--- config.mk ---
export PLATFORM = sky130hd
export DESIGN_NAME = frame_seq_irq
export DESIGN_NICKNAME = d
export VERILOG_FILES = /design/src/rtl/frame_seq_pkg.sv /design/src/rtl/fs_cfg_sync.sv /design/src/rtl/fs_divider.sv /design/src/rtl/fs_irq_flag.sv /design/src/rtl/frame_seq_irq.sv
export SDC_FILE = /design/constraint.sdc
export NUM_CORES = 1
export LEC_CHECK = 0
export BUFFER_PORTS_ARGS = -buffer_cell sky130_fd_sc_hd__buf_2
export CAP_MARGIN = 20
export CORE_ASPECT_RATIO = 0.7
export CORE_MARGIN = 1
export CORE_UTILIZATION = 30
export DETAILED_ROUTE_END_ITERATION = 10
export SYNTH_ARGS = -nofsm -noshare
export SYNTH_HDL_FRONTEND = slang
export SYNTH_HIERARCHICAL = 1
export SYNTH_SLANG_ARGS = --single-unit
export TNS_END_PERCENT = 30
--- constraint.sdc ---
create_clock -name clk_i -period 3.22 [get_ports clk_i]
set_clock_uncertainty 0.05 [all_clocks]
set_input_delay 0.483 -clock clk_i [delete_from_list [all_inputs] [get_ports clk_i]]
set_output_delay 0.483 -clock clk_i [all_outputs]
set_load 0.01 [all_outputs]
--- src/rtl/frame_seq_pkg.sv ---
package frame_seq_pkg;
  typedef enum logic {
    SEQ_4STEP = 1'b0,
    SEQ_5STEP = 1'b1
  } seq_mode_e;

  typedef enum logic {
    HALF_GET = 1'b0,
    HALF_PUT = 1'b1
  } half_e;
endpackage

--- src/rtl/fs_cfg_sync.sv ---
module fs_cfg_sync
  import frame_seq_pkg::*;
#(
  parameter int PUT_DLY = 3,
  parameter int GET_DLY = 4
) (
  input  logic      clk_i,
  input  logic      rst_ni,
  input  logic      wr_i,
  input  logic      mode5_i,
  input  logic      inhibit_i,
  output half_e     par_o,
  output logic      restart_o,
  output seq_mode_e new_mode_o,
  output logic      inhibit_o,
  output logic      inh_wr_o
);
  localparam int LW = $clog2(GET_DLY) + 1;
  localparam logic [LW-1:0] PUT_LOAD = LW'(PUT_DLY - 2);
  localparam logic [LW-1:0] GET_LOAD = LW'(GET_DLY - 2);

  half_e           par_q;
  logic            pend_q;
  logic [LW-1:0]   left_q;
  seq_mode_e       nmode_q;
  logic            inhibit_q;

  assign restart_o  = pend_q && (left_q == '0);
  assign par_o      = par_q;
  assign new_mode_o = nmode_q;
  assign inhibit_o  = inhibit_q;
  assign inh_wr_o   = wr_i && inhibit_i;

  always_ff @(posedge clk_i or negedge rst_ni) begin
    if (!rst_ni) begin
      par_q     <= HALF_GET;
      pend_q    <= 1'b0;
      left_q    <= '0;
      nmode_q   <= SEQ_4STEP;
      inhibit_q <= 1'b0;
    end else begin
      par_q <= (par_q == HALF_PUT) ? HALF_GET : HALF_PUT;
      if (wr_i) begin
        pend_q    <= 1'b1;
        left_q    <= (par_q == HALF_PUT) ? PUT_LOAD : GET_LOAD;
        nmode_q   <= mode5_i ? SEQ_5STEP : SEQ_4STEP;
        inhibit_q <= inhibit_i;
      end else if (restart_o) begin
        pend_q <= 1'b0;
      end else if (pend_q) begin
        left_q <= left_q - 1'b1;
      end
    end
  end


  restart_gap_chk: assert property (@(posedge clk_i) disable iff (!rst_ni)
    wr_i |=> !restart_o);


  par_alt_chk: assert property (@(posedge clk_i) disable iff (!rst_ni)
    par_q == HALF_PUT |=> par_q == HALF_GET);
endmodule

--- src/rtl/fs_divider.sv ---
module fs_divider
  import frame_seq_pkg::*;
#(
  parameter int STEP1    = 7457,
  parameter int STEP2    = 14913,
  parameter int STEP3    = 22371,
  parameter int FLAG_SET = 29828,
  parameter int STEP5    = 37281,
  parameter int CNT_W    = $clog2(STEP5 + 1)
) (
  input  logic      clk_i,
  input  logic      rst_ni,
  input  logic      restart_i,
  input  seq_mode_e new_mode_i,
  output seq_mode_e mode_o,
  output logic      qtr_o,
  output logic      half_o,
  output logic      set_a_o,
  output logic      set_b_o
);
  localparam int NCOMMON = 3;
  localparam logic [CNT_W-1:0] C_F0 = CNT_W'(FLAG_SET - 1);
  localparam logic [CNT_W-1:0] C_F1 = CNT_W'(FLAG_SET);
  localparam logic [CNT_W-1:0] C_L4 = CNT_W'(FLAG_SET + 1);
  localparam logic [CNT_W-1:0] C_L5 = CNT_W'(STEP5);
  localparam logic [CNT_W-1:0] C_H  = CNT_W'(STEP2);

  logic [CNT_W-1:0] cnt_q;
  seq_mode_e        mode_q;
  logic             boot_q;
  logic [NCOMMON-1:0] common_hit;
  logic             last_hit;
  logic             wrap;

  // shared step positions of both sequences
  for (genvar g = 0; g < NCOMMON; g++) begin : g_common
    localparam int POS = (g == 0) ? STEP1 : (g == 1) ? STEP2 : STEP3;
    assign common_hit[g] = (cnt_q == CNT_W'(POS));
  end

  assign last_hit = (mode_q == SEQ_4STEP) ? (cnt_q == C_L4) : (cnt_q == C_L5);
  assign wrap     = last_hit;

  assign qtr_o   = (|common_hit) | last_hit | boot_q;
  assign half_o  = (cnt_q == C_H) | last_hit | boot_q;
  assign set_a_o = (mode_q == SEQ_4STEP) && ((cnt_q == C_F0) || (cnt_q == C_F1));
  assign set_b_o = (mode_q == SEQ_4STEP) && (cnt_q == C_L4);
  assign mode_o  = mode_q;

  always_ff @(posedge clk_i or negedge rst_ni) begin
    if (!rst_ni) begin
      cnt_q  <= '0;
      mode_q <= SEQ_4STEP;
      boot_q <= 1'b0;
    end else begin
      boot_q <= 1'b0;
      if (restart_i) begin
        cnt_q  <= '0;
        mode_q <= new_mode_i;
        boot_q <= (new_mode_i == SEQ_5STEP);
      end else if (wrap) begin
        cnt_q <= '0;
      end else begin
        cnt_q <= cnt_q + 1'b1;
      end
    end
  end


  half_has_qtr_chk: assert property (@(posedge clk_i) disable iff (!rst_ni)
    half_o |-> qtr_o);


  cnt_bound_chk: assert property (@(posedge clk_i) disable iff (!rst_ni)
    cnt_q <= C_L5);


  cnt4_bound_chk: assert property (@(posedge clk_i) disable iff (!rst_ni)
    mode_q == SEQ_4STEP |-> cnt_q <= C_L4);
endmodule

--- src/rtl/fs_irq_flag.sv ---
module fs_irq_flag
  import frame_seq_pkg::*;
(
  input  logic  clk_i,
  input  logic  rst_ni,
  input  logic  set_a_i,
  input  logic  set_b_i,
  input  logic  inhibit_i,
  input  logic  inh_wr_i,
  input  logic  rd_i,
  input  half_e par_i,
  output logic  flag_o,
  output logic  irq_o
);
  logic flag_q;
  logic clr_pend_q;
  logic clr_req;
  logic clr_now;
  logic set_now;

  assign clr_req = rd_i || clr_pend_q;
  assign clr_now = clr_req && (par_i == HALF_PUT);
  // third set cycle is masked while inhibited
  assign set_now = set_a_i || (set_b_i && !inhibit_i);

  always_ff @(posedge clk_i or negedge rst_ni) begin
    if (!rst_ni) begin
      flag_q     <= 1'b0;
      clr_pend_q <= 1'b0;
    end else begin
      clr_pend_q <= clr_req && (par_i == HALF_GET);
      if (set_now)                            flag_q <= 1'b1;
      else if (inhibit_i || inh_wr_i || clr_now) flag_q <= 1'b0;
    end
  end

  assign flag_o = flag_q;
  assign irq_o  = flag_q && !inhibit_i;


  flag_rise_chk: assert property (@(posedge clk_i) disable iff (!rst_ni)
    $rose(flag_q) |-> $past(set_a_i || set_b_i));


  clear_phase_chk: assert property (@(posedge clk_i) disable iff (!rst_ni)
    ($fell(flag_q) && !$past(inhibit_i) && !$past(inh_wr_i)) |-> $past(par_i) == HALF_PUT);


  inhibit_hold_chk: assert property (@(posedge clk_i) disable iff (!rst_ni)
    (inhibit_i && !set_a_i && !inh_wr_i) |=> !flag_q || $past(set_b_i));
endmodule

--- src/rtl/frame_seq_irq.sv ---
module frame_seq_irq
  import frame_seq_pkg::*;
#(
  parameter int STEP1    = 7457,
  parameter int STEP2    = 14913,
  parameter int STEP3    = 22371,
  parameter int FLAG_SET = 29828,
  parameter int STEP5    = 37281,
  parameter int PUT_DLY  = 3,
  parameter int GET_DLY  = 4
) (
  input  logic clk_i,
  input  logic rst_ni,
  input  logic mode_wr_i,
  input  logic mode5_i,
  input  logic irq_inhibit_i,
  input  logic status_rd_i,
  output logic qtr_frame_o,
  output logic half_frame_o,
  output logic frame_flag_o,
  output logic irq_o
);
  localparam int CNT_W = $clog2(STEP5 + 1);

  half_e     par;
  logic      restart;
  seq_mode_e new_mode;
  seq_mode_e mode;
  logic      inhibit;
  logic      inh_wr;
  logic      set_a;
  logic      set_b;

  fs_cfg_sync #(
    .PUT_DLY(PUT_DLY),
    .GET_DLY(GET_DLY)
  ) u_cfg (
    .clk_i      (clk_i),
    .rst_ni     (rst_ni),
    .wr_i       (mode_wr_i),
    .mode5_i    (mode5_i),
    .inhibit_i  (irq_inhibit_i),
    .par_o      (par),
    .restart_o  (restart),
    .new_mode_o (new_mode),
    .inhibit_o  (inhibit),
    .inh_wr_o   (inh_wr)
  );

  fs_divider #(
    .STEP1    (STEP1),
    .STEP2    (STEP2),
    .STEP3    (STEP3),
    .FLAG_SET (FLAG_SET),
    .STEP5    (STEP5),
    .CNT_W    (CNT_W)
  ) u_div (
    .clk_i      (clk_i),
    .rst_ni     (rst_ni),
    .restart_i  (restart),
    .new_mode_i (new_mode),
    .mode_o     (mode),
    .qtr_o      (qtr_frame_o),
    .half_o     (half_frame_o),
    .set_a_o    (set_a),
    .set_b_o    (set_b)
  );

  fs_irq_flag u_flag (
    .clk_i     (clk_i),
    .rst_ni    (rst_ni),
    .set_a_i   (set_a),
    .set_b_i   (set_b),
    .inhibit_i (inhibit),
    .inh_wr_i  (inh_wr),
    .rd_i      (status_rd_i),
    .par_i     (par),
    .flag_o    (frame_flag_o),
    .irq_o     (irq_o)
  );


  five_no_set_chk: assert property (@(posedge clk_i) disable iff (!rst_ni)
    (mode == SEQ_5STEP && !frame_flag_o) |=> !frame_flag_o);


  boot_mode_chk: assert property (@(posedge clk_i) disable iff (!rst_ni)
    (restart && new_mode == SEQ_4STEP) |=> !qtr_frame_o);
endmodule

==> flow_metrics.env <==
export IMPL_syn_area_sq_um=1600
export IMPL_cts_root_buf="clkbuf_8"
export IMPL_num_antenna_cells=0
export IMPL_hold_viol=0
export IMPL_post_drt_via_cell_ratio=5.05
export IMPL_max_clock_path_buffers=2
export IMPL_drv_cap=0
export IMPL_overflow=0
export IMPL_power_leakage_nw=0.712
export IMPL_rows=21
export IMPL_dp_hpwl_um=2350
export IMPL_cts_inserted_buffers=3
export IMPL_fp_dieArea_sq_um=5640
export IMPL_routabilityCongestion=0.877
export IMPL_syn_avg_cell_area_sq_um=10.5
export IMPL_cts_resized=0
export IMPL_die_h_um=63.1
export IMPL_post_route_min_period_ns=2.66
export IMPL_grt_max_degree=28
export IMPL_fin_tns_setup_ns=0
export IMPL_grt_pass1_wl_um=5510
export IMPL_post_cts_setup_buffers=0
export IMPL_end_kind="output pin"
export IMPL_drive_gt1_share_pct=20.1
export IMPL_yosysWarnings=6
export IMPL_ys_ff_latch=27
export IMPL_setup_ws_ns=0.565
export IMPL_areaGrowthSynthToFinish_pct=7.73
export IMPL_crit_path_max_fanout=7
export IMPL_vias=1151
export IMPL_grt_use_total_pct=13.1
export IMPL_hold_buffers=0
export IMPL_cts_tree="yes"
export IMPL_initial_core_util_pct=32.2
export IMPL_startpoint_type="flop"
export IMPL_synth_top_cell_area_share_pct=42.2
export IMPL_first_pass_iters=4
export IMPL_coreArea_sq_um=4970
export IMPL_wirelength_um=3250
export IMPL_synthFlopType="dfrtp_1"
export IMPL_cts_sinks=27
export IMPL_postPlaceCellArea_sq_um=1680
export IMPL_h_tree_depth=1
export IMPL_nets=171
export IMPL_period_share_pct=82.5
export IMPL_route_detailed_drc=0
export IMPL_slew_violations=0
export IMPL_status="completed"
export IMPL_grt_pass1_vias=1055
export IMPL_synth_area_leader_cell="dfrtp_1"
export IMPL_path_clk_slew_ns=0.09
export IMPL_worstPathRequired_ns=2.69
export IMPL_synth_seq_area_share_pct=42.2
export IMPL_synth_nets=164
export IMPL_wl_per_cell_um=14.2
export IMPL_syn_inst=153
export IMPL_clock_latency_ns=0.27
export IMPL_clock_fmax_mhz=377
export IMPL_tightest_slew_ns=0.601
export IMPL_setup_viol=0
export IMPL_slew_headroom_pct=59.9
export IMPL_num_io_pins=10
export IMPL_rsz0062_at_grt="false"
export IMPL_port_buffers=9
export IMPL_antenna_found_initial=0
export IMPL_holdWs_ns=0.157
export IMPL_crit_arrival_ns=2.12
export IMPL_ant_nets=0
export IMPL_synthDistinctLibCells=50
export IMPL_drtIter0Drc=64
export IMPL_synth_edff_count=0
export IMPL_hold_class="input pin to asynchronous set/reset pin"
export IMPL_ir_drop_uv=341
export IMPL_place_ws_ns=0.886
export IMPL_synthArstFlopShare_pct=100
export IMPL_final_area_sq_um=1730
export IMPL_crit_type="flop to output pin"
export IMPL_cellPowerDensity_nw_per_um2=555
export IMPL_synth_area_leaders="dfrtp_1 42%, nor3_1 4.4%, ha_1 3.9%"
export IMPL_die_x_um=89.3
path summary, 6_finish.rpt:
| path | start | end | slack [ns] | depth (start not counted) |
|---|---|---|---|---|
| min in group clk_i | mode5_i | u_cfg/new_mode_o | 0.39 | 2 |
| hold / removal | rst_ni | u_cfg/left_q[0] | 0.16 | 1 |
| setup / recovery | u_div/cnt_q[1] | qtr_frame_o | 0.56 | 7 |
| max in group asynchronous | rst_ni | u_div/cnt_q[13] | 2.57 | 1 |
| setup reg to reg | u_div/cnt_q[1] | u_div/cnt_q[1] | 1.17 | 7 |
| hold reg to reg | u_flag/clr_pend_q | u_flag/clr_pend_q | 0.45 | 2 |
cell type report:
type,instances,area (sq um)
Clock buffer,3,41.3
Clock inverter,1,5.00
Multi-Input combinational cell,108,823
Inverter,9,33.8
Tap cell,69,86.3
Fill cell,508,3240
Sequential cell,27,676
Timing Repair Buffer,11,60.1
state kept, by name, indices dropped and copies added (netlist names):
name / count
u_cfg/pend_q: 1
u_cfg/new_mode_o: 1
u_cfg/inhibit_o: 1
u_div/boot_q: 1
u_flag/flag_o: 1
u_cfg/left_q: 3
u_div/cnt_q: 16
u_flag/clr_pend_q: 1
u_cfg/par_o: 1
u_div/mode_o: 1
layer usage:
| metal | global-route usage (%) | vias to the layer above | wire length (um) | share of wire (%) |
|---|---|---|---|---|
| li1 | - | 567 | - | - |
| met1 | 21.5 | 551 | 1760 | 54 |
| met2 | 16.9 | 31 | 1230 | 38 |
| met3 | 3.54 | 2 | 238 | 7.3 |
| met4 | 1.79 | 0 | 13 | 0.40 |
| met5 | 0 | - | 0 | 0 |
worst max-delay path, cell delays in order, from the launching register on:
cell,delay (ns)
dfrtp_1,0.41
inv_1,0.09
ha_1,0.18
nor4b_1,0.37
nand3_1,0.21
o22ai_4,0.28
or3b_2,0.18
buf_2,0.12
cell usage in the layout, fill, tap and decap left out, types with 5 or more instances in the layout:
master,netlist,layout
xor2_1,5,5
inv_1,9,9
nor3_1,14,14
dfrtp_1,27,27
buf_2,1,9
nand4_1,5,5
nand3_1,7,7
xnor2_1,5,5
nand2_1,5,5
ha_1,5,5
cell families after synthesis:
logic type / share of synthesized area (%)
mux: 2.03
simple gates: 30.8
buf+inv: 6.41
fa+ha+maj: 3.91
flops: 42.2
compound gates: 9.22
xor+xnor: 5.47
through the flow:
step / cells / total power [mW] / utilization (%)
after floorplan: 153 / 0.703 / -
after global placement: 224 / 0.758 / 33.8
after detailed placement: 224 / 0.770 / 33.8
after CTS: 228 / 0.970 / 34.7
after global routing: 228 / 1.03 / 34.7
final: 228 / 0.958 / 34.7
cells in the mapped netlist (4+ instances only):
cell and count:
nand3_1 7, xnor2_1 5, and2_1 4, nor3_1 14
nor4b_1 4, xor2_1 5, nand2_1 5, ha_1 5
nand4_1 5, dfrtp_1 27, inv_1 9, nor2_1 4
power by group:
part	total, mW	leakage, nW	switching, mW	internal (mW)
logic	0.301	0.338	0.160	0.141
clock network	0.192	0.0255	0.105	0.0867
registers	0.464	0.349	0.0691	0.395
total	0.958	0.712	0.335	0.623
(Power assumes the default switching activity.)
